### config.mk
export PLATFORM = sky130hd
export DESIGN_NAME = flagbank
export DESIGN_NICKNAME = d
export VERILOG_FILES = /design/src/rtl/flagbank_pkg.sv /design/src/rtl/flagbank_merge.sv /design/src/rtl/flagbank_src_sel.sv /design/src/rtl/flagbank_group_reg.sv /design/src/rtl/flagbank.sv
export SDC_FILE = /design/constraint.sdc
export NUM_CORES = 1
export LEC_CHECK = 0
export BUFFER_PORTS_ARGS = -buffer_cell sky130_fd_sc_hd__buf_2
export CAP_MARGIN = 30
export CORE_MARGIN = 1.5
export CORE_UTILIZATION = 43
export CTS_CLUSTER_DIAMETER = 200
export CTS_CLUSTER_SIZE = 12
export DETAILED_ROUTE_END_ITERATION = 10
export PLACE_DENSITY_LB_ADDON = 0.12
export SLEW_MARGIN = 20
export SYNTH_ARGS = -nofsm -noshare
export SYNTH_HDL_FRONTEND = slang
export SYNTH_SLANG_ARGS = --single-unit
### constraint.sdc
create_clock -name clk -period 1.75 [get_ports clk]
set_clock_uncertainty 0.2 [all_clocks]
set_input_delay 0.525 -clock clk [delete_from_list [all_inputs] [get_ports clk]]
set_output_delay 0.525 -clock clk [all_outputs]
set_load 0.05 [all_outputs]
### src/rtl/flagbank_pkg.sv
// Package: shared flag-group type and widths for the flag register bank.
// Assumes the bit order C (bit 0), M, L, Z (bit 3) in every flag vector.
package flagbank_pkg;

    localparam int FLAG_W = 4;

    typedef struct packed {
        logic z;
        logic l;
        logic m;
        logic c;
    } flag_grp_t;

endpackage

### src/rtl/flagbank_merge.sv
// Module: per-bit masked merge of a new flag vector over an old one.
// Assumes a mask bit of 1 selects the new bit and 0 keeps the old bit.
module flagbank_merge
    import flagbank_pkg::*;
(
    input  flag_grp_t old_flags,
    input  flag_grp_t new_flags,
    input  flag_grp_t mask,
    output flag_grp_t merged
);

    // Bitwise select between the old and the supplied value.
    always_comb begin
        merged = (old_flags & ~mask) | (new_flags & mask);
    end

endmodule

### src/rtl/flagbank_src_sel.sv
// Module: picks the single active update source and forms the next value
// for the selected group. Assumes the sources are mutually exclusive; a
// control-register write is handled by the caller and only blocks this path.
module flagbank_src_sel
    import flagbank_pkg::*;
(
    input  logic      clk,
    input  logic      rst_n,
    input  logic      alu_flag_en,
    input  logic      arith_upd,
    input  flag_grp_t arith_flags,
    input  logic      logic_upd,
    input  flag_grp_t logic_flags,
    input  logic      mac_upd,
    input  flag_grp_t mac_flags,
    input  flag_grp_t mac_mask,
    input  logic      csr_we,
    input  flag_grp_t sel_old,
    output logic      grp_we,
    output flag_grp_t grp_d
);

    logic      arith_go;
    logic      logic_go;
    flag_grp_t mac_merged;

    // Gate the arithmetic and logic requests with the instruction enable.
    always_comb begin
        arith_go = alu_flag_en & arith_upd;
        logic_go = alu_flag_en & logic_upd;
    end

    flagbank_merge u_merge (
        .old_flags (sel_old),
        .new_flags (mac_flags),
        .mask      (mac_mask),
        .merged    (mac_merged)
    );

    // Choose the write data and enable for the selected group.
    always_comb begin
        grp_we = 1'b0;
        grp_d  = sel_old;
        if (arith_go) begin
            grp_we = 1'b1;
            grp_d  = arith_flags;
        end else if (logic_go) begin
            grp_we = 1'b1;
            grp_d  = logic_flags;
        end else if (mac_upd) begin
            grp_we = 1'b1;
            grp_d  = mac_merged;
        end
    end

    // the update sources never overlap.
    p_one_source_r9: assert property (@(posedge clk) disable iff (!rst_n)
        $onehot0({arith_go, logic_go, mac_upd, csr_we}));

endmodule

### src/rtl/flagbank_group_reg.sv
// Module: storage for one flag group with a load enable.
// Assumes a synchronous active-low reset that clears the group.
module flagbank_group_reg
    import flagbank_pkg::*;
(
    input  logic      clk,
    input  logic      rst_n,
    input  logic      ld,
    input  flag_grp_t d,
    output flag_grp_t q
);

    // Hold, load or clear the group on each rising edge.
    always_ff @(posedge clk) begin
        if (!rst_n) begin
            q <= '0;
        end else if (ld) begin
            q <= d;
        end
    end

    // a group that is not loaded keeps its value.
    p_hold_r8: assert property (@(posedge clk) disable iff (!rst_n)
        !ld |=> $stable(q));

    // a load takes the presented data at the next edge.
    p_load_r3: assert property (@(posedge clk) disable iff (!rst_n)
        ld |=> (q == $past(d)));

endmodule

### src/rtl/flagbank.sv
// Module: bank of independent C/M/L/Z flag groups. The arithmetic, logic and
// masked sources write the group picked by grp_sel, and a control-register write
// reloads all groups. Assumes at most one source is active per cycle.
module flagbank
    import flagbank_pkg::*;
#(
    parameter int NUM_GROUPS = 2,
    localparam int GSEL_W    = (NUM_GROUPS > 1) ? $clog2(NUM_GROUPS) : 1,
    localparam int BANK_W    = NUM_GROUPS * FLAG_W
) (
    input  logic              clk,
    input  logic              rst_n,
    input  logic [GSEL_W-1:0] grp_sel,
    input  logic              alu_flag_en,
    input  logic              arith_upd,
    input  logic [FLAG_W-1:0] arith_flags,
    input  logic              logic_upd,
    input  logic [FLAG_W-1:0] logic_flags,
    input  logic              mac_upd,
    input  logic [FLAG_W-1:0] mac_flags,
    input  logic [FLAG_W-1:0] mac_mask,
    input  logic              csr_we,
    input  logic [BANK_W-1:0] csr_wdata,
    output logic [FLAG_W-1:0] sel_flags_o
);

    flag_grp_t         grp_q [NUM_GROUPS];
    flag_grp_t         sel_old;
    flag_grp_t         grp_d;
    logic              grp_we;
    logic [BANK_W-1:0] bank_flat;

    // Read the currently selected group for readback and merging.
    always_comb begin
        sel_old     = grp_q[grp_sel];
        sel_flags_o = sel_old;
    end

    flagbank_src_sel u_src (
        .clk         (clk),
        .rst_n       (rst_n),
        .alu_flag_en (alu_flag_en),
        .arith_upd   (arith_upd),
        .arith_flags (arith_flags),
        .logic_upd   (logic_upd),
        .logic_flags (logic_flags),
        .mac_upd     (mac_upd),
        .mac_flags   (mac_flags),
        .mac_mask    (mac_mask),
        .csr_we      (csr_we),
        .sel_old     (sel_old),
        .grp_we      (grp_we),
        .grp_d       (grp_d)
    );

    for (genvar g = 0; g < NUM_GROUPS; g++) begin : g_grp
        logic      ld;
        flag_grp_t d;

        // Route either the control-register slice or the selected-group data.
        always_comb begin
            ld = csr_we | (grp_we & (grp_sel == GSEL_W'(g)));
            d  = csr_we ? flag_grp_t'(csr_wdata[g*FLAG_W +: FLAG_W]) : grp_d;
        end

        flagbank_group_reg u_reg (
            .clk   (clk),
            .rst_n (rst_n),
            .ld    (ld),
            .d     (d),
            .q     (grp_q[g])
        );

        assign bank_flat[g*FLAG_W +: FLAG_W] = grp_q[g];
    end

    // masked-off bits of the target group are untouched.
    p_mask_keep_r6: assert property (@(posedge clk) disable iff (!rst_n)
        mac_upd |=> (((grp_q[$past(grp_sel)] ^ $past(sel_flags_o)) & ~$past(mac_mask)) == '0));

    // masked-on bits of the target group take the supplied bits.
    p_mask_set_r6: assert property (@(posedge clk) disable iff (!rst_n)
        mac_upd |=> (((grp_q[$past(grp_sel)] ^ $past(mac_flags)) & $past(mac_mask)) == '0));

    // with the flag enable low and no other source, nothing changes.
    p_gate_r5: assert property (@(posedge clk) disable iff (!rst_n)
        (!alu_flag_en && !mac_upd && !csr_we) |=> $stable(bank_flat));

    // a control-register write lands in the whole bank.
    p_csr_load_r7: assert property (@(posedge clk) disable iff (!rst_n)
        csr_we |=> (bank_flat == $past(csr_wdata)));

endmodule

## Word-level counts from Yosys, hierarchy flattened

Cells that the tools add are included.

- Word-level logic and storage cells: 32
- Bits of input ports: 32
- Register bits after elaboration: 8

- Magnitude comparators: 1
- Mux-type cells: 11
- Bitwise operators: 12

Operator list:

| cell | count |
|---|---|
| 4-bit 2-to-1 mux | 8 |
| 4-bit bitwise AND | 2 |
| 1-bit bitwise AND | 4 |
| 4-bit NOT | 1 |
| 4-bit bitwise OR | 1 |
| 1-bit 2-to-1 mux | 3 |
| 2-bit >= comparator, second input constant | 1 |
| 1-bit NOT with 2-bit output | 1 |
| 1-bit bitwise OR | 2 |
| 1-bit NOT | 1 |

## Logic depth before layout (Yosys ltp)

Gate-level depths: netlist of run 1.

- Word-level depth: 10
- Depth in mapped cells: 5
- Gate-level depth less buffers: 4

## Hierarchy

Synthesis of run 1 repeated with hierarchy kept, for this count alone.

- Cell total of the unflattened synthesis: 78
- Area total of the unflattened synthesis: 711.9 um2

Modules (own cells, without submodules):

| module | area each (um2) | cells an instance | instances |
|---|---|---|---|
| flagbank_group_reg | 156.4 | 13 | 2 |
| flagbank_src_sel | 183.9 | 20 | 1 |
| flagbank | 155.1 | 28 | 1 |
| flagbank_merge | 60.1 | 4 | 1 |

## Least setup slack after synthesis of run 1

No wires, ideal clock.

- Path type: input port to flip-flop
- From: input grp_sel
- To: register g_grp[0].u_reg.q[0] in the netlist's numbering
- Stages: 5
- Required time: 1.426 ns
- Setup slack: -0.034 ns
- Data arrival time: 1.460 ns
- Library setup time: 0.124 ns
- Cells stage by stage: buf_6 -> mux2_4 -> o211a_1 -> a21oi_2 -> o22ai_1

- Word-level cells in the longest chain between the ends: 10
- Elaborated cells on any way between the ends: 13

Ends and longest elaborated chain:

| what | line | text |
|---|---|---|
| start, declared | flagbank.sv:13 | `input logic [GSEL_W-1:0] grp_sel,` |
| 1-bit NOT with 2-bit output (not written as such) (*) | flagbank.sv:35 | `sel_old = grp_q[grp_sel];` |
| 4-bit 2-to-1 mux (not written as such) (*) (3 in a row) | flagbank.sv:35 |  |
| net sel_flags_o[0] | flagbank.sv:24 | `output logic [FLAG_W-1:0] sel_flags_o` |
| 4-bit bitwise AND | flagbank_merge.sv:14 | `merged = (old_flags & ~mask) \| (new_flags & mask);` |
| 4-bit bitwise OR | flagbank_merge.sv:14 |  |
| 4-bit 2-to-1 mux (*) | flagbank_src_sel.sv:50 | `end else if (mac_upd) begin` |
| 4-bit 2-to-1 mux (*) | flagbank_src_sel.sv:47 | `end else if (logic_go) begin` |
| 4-bit 2-to-1 mux (*) | flagbank_src_sel.sv:44 | `if (arith_go) begin` |
| 4-bit 2-to-1 mux (*) | flagbank.sv:63 | `d = csr_we ? flag_grp_t'(csr_wdata[g*FLAG_W +: FLAG_W]) : grp_d;` |
| end signal, assigned | flagbank_group_reg.sv:16 | `q <= '0;` |
| end signal, assigned | flagbank_group_reg.sv:18 | `q <= d;` |
| end, declared | flagbank_group_reg.sv:10 | `output flag_grp_t q` |

The timed path passes the listed nets; every way through them passes the cells marked *. The select of a mux whose other input is x is not followed.
A chain may end at the register's enable or synchronous reset.

## Worst setup path after layout of run 1

- From: input grp_sel
- To: output sel_flags_o[3]

- Word-level cells in the longest chain between the ends: 4

Ends and longest elaborated chain:

| what | line |
|---|---|
| 1-bit NOT with 2-bit output (not written as such) | flagbank.sv:35 |
| 4-bit 2-to-1 mux (not written as such) (3 in a row) | flagbank.sv:35 |
| end, declared | flagbank.sv:24 |

Every way passes these cells. The select of a mux whose other input is x is not followed.

==> impl_results.md, run 1 <==
* RSZ-0062 raised after global routing: true
* Core Rows at 14
* Dominant cell type by area after synthesis: dfxtp_1
* Die height at 42.3 µm
* Relative slew margins at 81.9%
* Outcome: finished, violations left
* Total track usage at 20.2%
* Number of synthesized register bits at 8
* PortBufs at 35
* Setup TNS at -268 ps
* Reg2Reg Setup Slack at 370 ps
* Biggest regs: g_grp.u_reg.q (8)
* Yosys warnings at 0
* Crit Path Max Fanout at 5
* CP Depth at 3
* Final net count at 151
* Mapped Cells at 80
* Data required, critical path at 1020 ps
* Critical path's largest stage delay at 310 ps
* Vias at 738
* FF-to-FF path depth at 4
* Dpl cell area at 865 µm²
* Largest delay share family, worst path: multiplexers
* Largest net degree at the start of global routing at 14
* Clk sinks at 8
* Most frequent cells in the layout: buf_2, a22oi_1, nand3_1, o22ai_1, dfxtp_1
* Synth Net Count at 112
* Pwr Total at 0.000567 W
* Clock group share of total power at 24.6%
* Setup bufs post-CTS at 0
* H-tree depth at 1
* Fillcell total at 139
* Mapped Avg Cell Area at 8.32 µm²
* PwrDens at 609 nW/µm²
* Final antenna-violating net count at 0
* Max reg flops at 8
* Setup ws final at -73.4 ps
* CTS tree: yes
* Slowest-stage cell, CP: mux2_4
* Hold Vio Cnt, Final at 0
* Cell internal pwr at 0.000384 W
* CTS max path bufs at 2
* Resize count post-CTS at 12
* DRC at 0
* Later-pin clock latency in the skew report at 250 ps
* WHS Path Cells at 2
* Share of cells above drive strength 1 at 48.7%
* Root Buffer: clkbuf_4
* Global route total overflow at 0
* Vias/cell at 5.55
* Max Slew Vio Count at 0
* First-pass GRT wire length at 2750 µm
* Most common cell after layout, fill and taps aside: buf_2
* Cell area after layout at 931 µm²
* Flop pwr share at 36.0%
* Count of cell types in the netlist at 23
* Detailed Place HPWL at 1350 µm
* Core area at 1470 µm²
* Crit path time final at 1820 ps
* Slew @ Worst Pin at 270 ps
* Hold crit path type: reg2reg
* Num ports at 36
* # setup viols final at 4
* P_sw at 0.000182 W
* Critical setup path kind: in2out
* Clock transition at path regs at 50 ps
* Worst setup EP type: output port
* Placer congestion estimate at 0.747
* Placement Setup Slack at -202 ps
* Sw Ratio at 32.2%
* Sequential area share after synthesis at 24.1%
* Initial antenna violation count at 0
* Comb power frac at 39.3%
* Mapped Area at 666 µm²
* DR iter-0 viols at 13
* Initial DRT Pass Iterations at 4
* Detailed Route WL at 1720 µm
* Most flops, register: g_grp.u_reg.q
* Die Width at 42.3 µm
* Starting density of the core at 45.2%
* Final Cycle Share at 104%
* Num CTS Buffers at 3
* Fmax at 548 MHz
* Synth top area share at 24.1%
* LEAKAGE at 0.456 nW
* Synth-to-layout area growth at 39.8%
* Max cap viols at 0
* Crit path DAT at 1100 ps
* Vias in the first global route at 679
* Largest cells by area after synthesis: dfxtp_1, a22oi_1, mux2_4
* Die Area at 1790 µm²
* Routed length per instance at 12.9 µm
* CP Cell Sequence: buf_12 -> mux2_4 -> buf_8
* CP Launch Type: input pin
* Hold-fix buffers at CTS at 0
* # diodes at 0
* Failing checks: setup timing
* CP bufs+invs at 2
* Worst ir drop on vdd at 435 µV
-- worst min-delay path, cell delays in order (launching register included) --
cell,delay [ps]
dfxtp_1,320
a22oi_1,70
o22ai_1,130
-- synth_stat cells --
cell type and count:
nor3_2 1, a21o_2 4, o21ai_0 1, nand3b_1 4, o31a_2 1, nor3_1 1, o211a_1 4, inv_1 6
mux2_4 4, o21a_1 1, dfxtp_1 8, buf_1 1, nand3_1 8, buf_2 3, nand2_1 1, a22oi_1 8
nor2_1 2, buf_6 1, clkbuf_1 1, and2_0 4, a21oi_2 4, a31oi_1 4, o22ai_1 8
-- layer usage --
layer	track usage, %	part of all wire [%]	vias to the layer above
met2	32.6	44	25
met3	1.29	5.6	5
met5	0	0	-
met4	11.3	2.4	0
li1	-	-	381
met1	26.7	48	327
-- cell type report --
class | count | area (µm²) | share of cell area, %
Inverter | 6 | 22.5 | 2.42
Timing Repair Buffer | 40 | 256 | 27.6
Tap cell | 16 | 20.0 | 2.15
Clock buffer | 3 | 22.5 | 2.42
Sequential cell | 8 | 160 | 17.2
Multi-Input combinational cell | 60 | 449 | 48.3
-- metrics by stage --
stage	utilization (%)	hold slack, ps	instances
after CTS	62.9	376	133
after floorplan	-	331	80
final	63.3	372	133
after global placement	58.8	355	130
after detailed placement	58.8	361	130
after global routing	63.3	411	133
-- worst paths after layout --
check	start	to
worst min register to register	g_grp[1].u_reg.q[0]	g_grp[1].u_reg.q[0]
worst max register to register	g_grp[0].u_reg.q[3]	g_grp[0].u_reg.q[3]
worst min-delay path	g_grp[1].u_reg.q[0]	g_grp[1].u_reg.q[0]
worst max-delay path	grp_sel	sel_flags_o[3]
-- power groups by stage --
stage	clock (W)	combinational (W)	sequential (W)
after floorplan	0	0.000142	0.000205
after global placement	0	0.000202	0.000208
after detailed placement	0	0.000205	0.000208
after CTS	0.000146	0.000222	0.000204
after global routing	0.000152	0.000241	0.000206
final	0.000140	0.000223	0.000204
-- cell families (layout without fill, tap and decap cells) --
group | after synthesis | count (layout) | share of synthesized area (%)
AO/OA/AOI/OAI | 35 | 35 | 40.2
buffers and inverters | 12 | 49 | 8.46
flip-flops | 8 | 8 | 24.1
multiplexers | 4 | 4 | 9.02
AND/OR/NAND/NOR | 21 | 21 | 18.2
Power figures use the tool's default switching activity.
==> run 2, diff against run 1 <==
SETUP_SLACK_MARGIN = 0.2   (was not set)
SKIP_LAST_GASP = 1   (was not set)
==> impl_results.md, run 2 (synthesized netlist as in run 1, its figures left out) <==
* Data required, critical path at 1020 ps (about the same)
* Max reg flops at 8 (unchanged)
* Biggest regs: g_grp.u_reg.q (8)
* Max cap viols at 0 (unchanged)
* Most frequent cells in the layout: buf_2, a22oi_1, nand3_1, o22ai_1, dfxtp_1
* Vias/cell at 5.54 (-0.14%)
* Cell area after layout at 941 µm² (+1.1%)
* CP Launch Type: input pin
* Detailed Place HPWL at 1350 µm (unchanged)
* Worst ir drop on vdd at 437 µV (+0.55%)
* Critical setup path kind: in2out
* WHS Path Cells at 2 (unchanged)
* Routed length per instance at 12.9 µm (+0.17%)
* Slew @ Worst Pin at 265 ps (-4.84 ps)
* Fmax at 548 MHz (about the same)
* Hold Slack at 372 ps (+0.110 ps)
* RSZ-0062 raised after global routing: true
* Hold crit path type: reg2reg
* Reg-to-Reg End: g_grp[0].u_reg.q[3]
* Setup ws final at -73.3 ps (+0.141 ps)
* Share of cells above drive strength 1 at 49.6% (+0.85 points)
* Num ports at 36 (unchanged)
* Hold Crit Endpoint: g_grp[1].u_reg.q[0]
* Vias at 737 (-0.14%)
* CTS max path bufs at 2 (unchanged)
* Placer congestion estimate at 0.747 (unchanged)
* Crit path time final at 1820 ps (-0.141 ps)
* Die height at 42.3 µm (unchanged)
* Root Buffer: clkbuf_4
* Critical hold path startpoint: g_grp[1].u_reg.q[0]
* Failing checks: setup timing
* Dpl cell area at 865 µm² (unchanged)
* Max Slew Vio Count at 0 (unchanged)
* Worst setup EP type: output port
* Die Area at 1790 µm² (unchanged)
* Core Rows at 14 (unchanged)
* Crit path DAT at 1100 ps (about the same)
* Largest net degree at the start of global routing at 14 (unchanged)
* Crit Reg-Reg Startpoint: g_grp[0].u_reg.q[3]
* # diodes at 0 (unchanged)
* Most flops, register: g_grp.u_reg.q
* DR iter-0 viols at 18 (+5)
* LEAKAGE at 0.460 nW (+0.82%)
* Starting density of the core at 45.2% (unchanged)
* PwrDens at 605 nW/µm² (-0.53%)
* Hold Vio Cnt, Final at 0 (unchanged)
* Final antenna-violating net count at 0 (unchanged)
* H-tree depth at 1 (unchanged)
* Pwr Total at 0.000570 W (+0.54%)
* Fillcell total at 136 (-2.2%)
* PortBufs at 35 (unchanged)
* FF-to-FF path depth at 4 (unchanged)
* Crit Path Max Fanout at 5 (unchanged)
* CTS tree: yes
* # setup viols final at 4 (unchanged)
* Num CTS Buffers at 3 (unchanged)
* Later-pin clock latency in the skew report at 250 ps (about the same)
* Initial DRT Pass Iterations at 4 (unchanged)
* Most common cell after layout, fill and taps aside: buf_2
* Clk sinks at 8 (unchanged)
* Reg2Reg Setup Slack at 370 ps (about the same)
* DRC at 0 (unchanged)
* Initial antenna violation count at 0 (unchanged)
* Vias in the first global route at 679 (unchanged)
* Final net count at 151 (unchanged)
* Total track usage at 20.2% (unchanged)
* First-pass GRT wire length at 2750 µm (unchanged)
* Hold-fix buffers at CTS at 0 (unchanged)
* Detailed Route WL at 1720 µm (+0.17%)
* Die Width at 42.3 µm (unchanged)
* Global route total overflow at 0 (unchanged)
* Synth-to-layout area growth at 41.4%
* Clock transition at path regs at 50 ps (about the same)
* Core area at 1470 µm² (unchanged)
* Final Cycle Share at 104% (about the same)
* Relative slew margins at 82.3% (+0.36 points)
* Outcome: finished, violations left
-- run 2: cell types whose count changed in the layout (fill, tap and decap cells not counted) --
cell / previous run / this run
nor3_2: 1 / 0
nor3_4: 0 / 1
o21a_1: 1 / 0
o21a_2: 0 / 1
buf_2: 30 / 29
clkbuf_4: 3 / 4
-- run 2: per-layer routing --
metal  track usage [%]  part of all wire (%)  routed length [µm]  vias up
met5                 0                     0                   0        -
met4              11.3                   2.4                  42        0
met3              1.29                   5.5                  95        5
met2              32.6                    43                 745       25
met1              26.7                    49                 838      326
li1                  -                     -                   -      381
-- run 2: through the flow --
stage                     std cells  worst slack [ps]  utilization [%]  setup TNS [ps]
after floorplan                  80             -1.57                -           -12.6
after global placement          130              -200             58.8            -961
after detailed placement        130              -202             58.8           -1090
after CTS                       133             -74.5             62.9            -273
after global routing            133             -81.9             63.9            -304
final                           133             -73.3             63.9            -268
-- run 2: critical path, cell delays in order --
cell	delay, ps
buf_12	110
mux2_4	310
buf_8	150
-- run 2: worst max-delay path by stage --
stage                  from                  end  cells after the start
floorplan           grp_sel  g_grp[0].u_reg.q[0]                      5
global placement    grp_sel       sel_flags_o[3]                      3
detailed placement  grp_sel       sel_flags_o[3]                      3
CTS                 grp_sel       sel_flags_o[3]                      3
global route        grp_sel       sel_flags_o[3]                      3
finish              grp_sel       sel_flags_o[3]                      3
-- run 2: what timing repair did --
action,in CTS,in global routing
setup endpoints to repair,4,12
cloned,0,0
buffers inserted,0,0
endpoints found under the hold margin,0,0
gates resized for setup,12,4
pin swaps,0,0
-- run 2: area by class of cell --
class / instances / area [µm²] / area share [%]
Multi-Input combinational cell: 60 / 457 / 48.5
Tap cell: 16 / 20.0 / 2.13
Sequential cell: 8 / 160 / 17.0
Timing Repair Buffer: 40 / 259 / 27.5
Clock buffer: 3 / 22.5 / 2.39
Inverter: 6 / 22.5 / 2.39
-- run 2: where the power goes --
| group | total (W) | switching, W | leakage, nW | internal, W |
|---|---|---|---|---|
| registers | 0.000204 | 0.00000794 | 0.0662 | 0.000196 |
| clock network | 0.000140 | 0.0000612 | 0.0138 | 0.0000784 |
| logic | 0.000226 | 0.000115 | 0.380 | 0.000111 |
==> run 3, diff against run 2 <==
PLACE_DENSITY = 0.76   (was not set)
PLACE_DENSITY_LB_ADDON = not set   (was 0.12)
==> impl_results.md, run 3 (synthesized netlist as in run 1, its figures left out) <==
* Outcome: finished, violations left
* Failing checks: setup timing
* Later-pin clock latency in the skew report at 260 ps (about the same)
* Die height at 42.3 µm (unchanged)
* Final antenna-violating net count at 0 (unchanged)
* Initial antenna violation count at 0 (unchanged)
* Setup TNS at -305 ps (-37.8 ps)
* Setup ws final at -81.9 ps (-8.59 ps)
* Num CTS Buffers at 3 (unchanged)
* DR iter-0 viols at 18 (unchanged)
* Max Slew Vio Count at 0 (unchanged)
* Max cap viols at 0 (unchanged)
* Total track usage at 21.5% (+1.2 points)
* Critical setup path kind: in2out
* Final Cycle Share at 105% (+0.49 points)
* P_sw at 0.000189 W (+2.8%)
* Synth-to-layout area growth at 44.5%
* Relative slew margins at 81.5% (-0.79 points)
* Detailed Route WL at 1790 µm (+4.2%)
* Largest delay share family, worst path: multiplexers
* RSZ-0062 raised after global routing: true
* Detailed Place HPWL at 1360 µm (+0.72%)
* Post-Layout Cell Count at 135 (+1.5%)
* Initial DRT Pass Iterations at 4 (unchanged)
* First-pass GRT wire length at 2870 µm (+4.2%)
* Slew @ Worst Pin at 276 ps (+11.3 ps)
* Num ports at 36 (unchanged)
* Root Buffer: clkbuf_4
* Data required, critical path at 1020 ps (about the same)
* Core Util, Final at 65.4% (+1.4 points)
* Most frequent cells in the layout: buf_2, a22oi_1, nand3_1, o22ai_1, dfxtp_1
* Placer congestion estimate at 0.773 (+3.5%)
* Clock transition at path regs at 50 ps (about the same)
* # setup viols final at 4 (unchanged)
* H-tree depth at 1 (unchanged)
* Max reg flops at 8 (unchanged)
* Routed length per instance at 13.3 µm (+2.6%)
* PwrDens at 605 nW/µm² (-0.13%)
* DRC at 0 (unchanged)
* Fmax at 546 MHz (-0.47%)
* CTS max path bufs at 2 (unchanged)
* Clock group share of total power at 24.7% (+0.2 points)
* Die Area at 1790 µm² (unchanged)
* CP Launch Type: input pin
* Biggest regs: g_grp.u_reg.q (8)
* Vias in the first global route at 711 (+4.7%)
* Most flops, register: g_grp.u_reg.q
* # diodes at 0 (unchanged)
* Crit path time final at 1830 ps (+8.59 ps)
* Core area at 1470 µm² (unchanged)
* Sw Ratio at 32.5% (+0.22 points)
* Comb power frac at 40.3% (+0.7 points)
* Share of cells above drive strength 1 at 49.6% (about the same)
* Core Rows at 14 (unchanged)
* Largest net degree at the start of global routing at 14 (unchanged)
* Critical path's largest stage delay at 310 ps (about the same)
* Most common cell after layout, fill and taps aside: buf_2
* Cell internal pwr at 0.000393 W (+1.8%)
* Crit path DAT at 1110 ps (about the same)
* Hold Vio Cnt, Final at 0 (unchanged)
* Clk sinks at 8 (unchanged)
* Global route total overflow at 0 (unchanged)
* Crit Path Max Fanout at 5 (unchanged)
* PortBufs at 35 (unchanged)
* # placed instances at 131 (+0.77%)
* Worst ir drop on vdd at 352 µV (-20%)
* Starting density of the core at 45.2% (unchanged)
* Die Width at 42.3 µm (unchanged)
* Vias/cell at 5.78 (+4.3%)
* CP bufs+invs at 2 (unchanged)
* Slowest-stage cell, CP: mux2_4
* Hold Slack at 369 ps (-3.03 ps)
* Final net count at 153 (+1.3%)
* Placement Setup Slack at -209 ps (-7.04 ps)
* Hold crit path type: reg2reg
* CP Cell Sequence: buf_12 -> mux2_4 -> buf_8
* CTS tree: yes
* LEAKAGE at 0.472 nW (+2.6%)
* Worst setup EP type: output port
* Vias at 780 (+5.8%)
* Flop pwr share at 35.0% (-0.9 points)
-- run 3: changes by cell type in the layout (fill, tap and decap cells not counted) --
cell,delta
buf_12,+1
buf_2,+1
buf_4,+1
buf_6,-1
buf_8,+1
clkbuf_4,-1
nor3_2,+1
nor3_4,-1
o21a_1,+1
o21a_2,-1
-- run 3: path summary, 6_finish.rpt --
| kind | start | end | slack (ps) | cells after the start |
|---|---|---|---|---|
| setup reg to reg | g_grp[0].u_reg.q[3] | g_grp[0].u_reg.q[3] | 280 | 5 |
| setup / recovery | grp_sel | sel_flags_o[3] | -80 | 3 |
| hold reg to reg | g_grp[0].u_reg.q[2] | g_grp[0].u_reg.q[2] | 370 | 2 |
| hold / removal | g_grp[0].u_reg.q[2] | g_grp[0].u_reg.q[2] | 370 | 2 |
-- run 3: repair_timing --
action	CTS	global route
setup buffers	0	1
cloned	0	0
hold buffers	0	0
resized for setup	13	1
setup endpoints to repair	4	5
pin swaps	0	0
-- run 3: layout make-up --
type / count / area, µm²
repair buffers: 42 / 288
multi-input cells: 60 / 449
fillers: 122 / 509
clock buffers: 3 / 22.5
inverters: 6 / 22.5
well taps: 16 / 20.0
flip-flops and latches: 8 / 160
-- run 3: power groups by stage --
stage               clock (W)  sequential, W  combinational (W)
floorplan                   0       0.000205           0.000142
global placement            0       0.000207           0.000206
detailed placement          0       0.000207           0.000209
CTS                  0.000149       0.000203           0.000228
global route         0.000155       0.000205           0.000253
finish               0.000144       0.000203           0.000234
-- run 3: worst register-to-register path: stages, from the launching register on --
cell and delay (ps):
dfxtp_1 310, mux2_4 290, buf_4 140, o211a_1 200
a21oi_2 130, o22ai_1 80
-- run 3: routing by layer --
| layer | part of all wire (%) | vias to the layer above | track usage (%) |
|---|---|---|---|
| met5 | 0 | - | 0 |
| met4 | 2.9 | 0 | 15.0 |
| met1 | 40 | 343 | 25.9 |
| li1 | - | 389 | - |
| met2 | 48 | 42 | 34.8 |
| met3 | 8.9 | 6 | 3.02 |
-- run 3: per-stage QoR --
step                instance area, µm²  power, W
detailed placement                 885  0.000417
floorplan                          669  0.000347
global route                       962  0.000613
CTS                                951  0.000581
finish                             962  0.000582
global placement                   885  0.000413
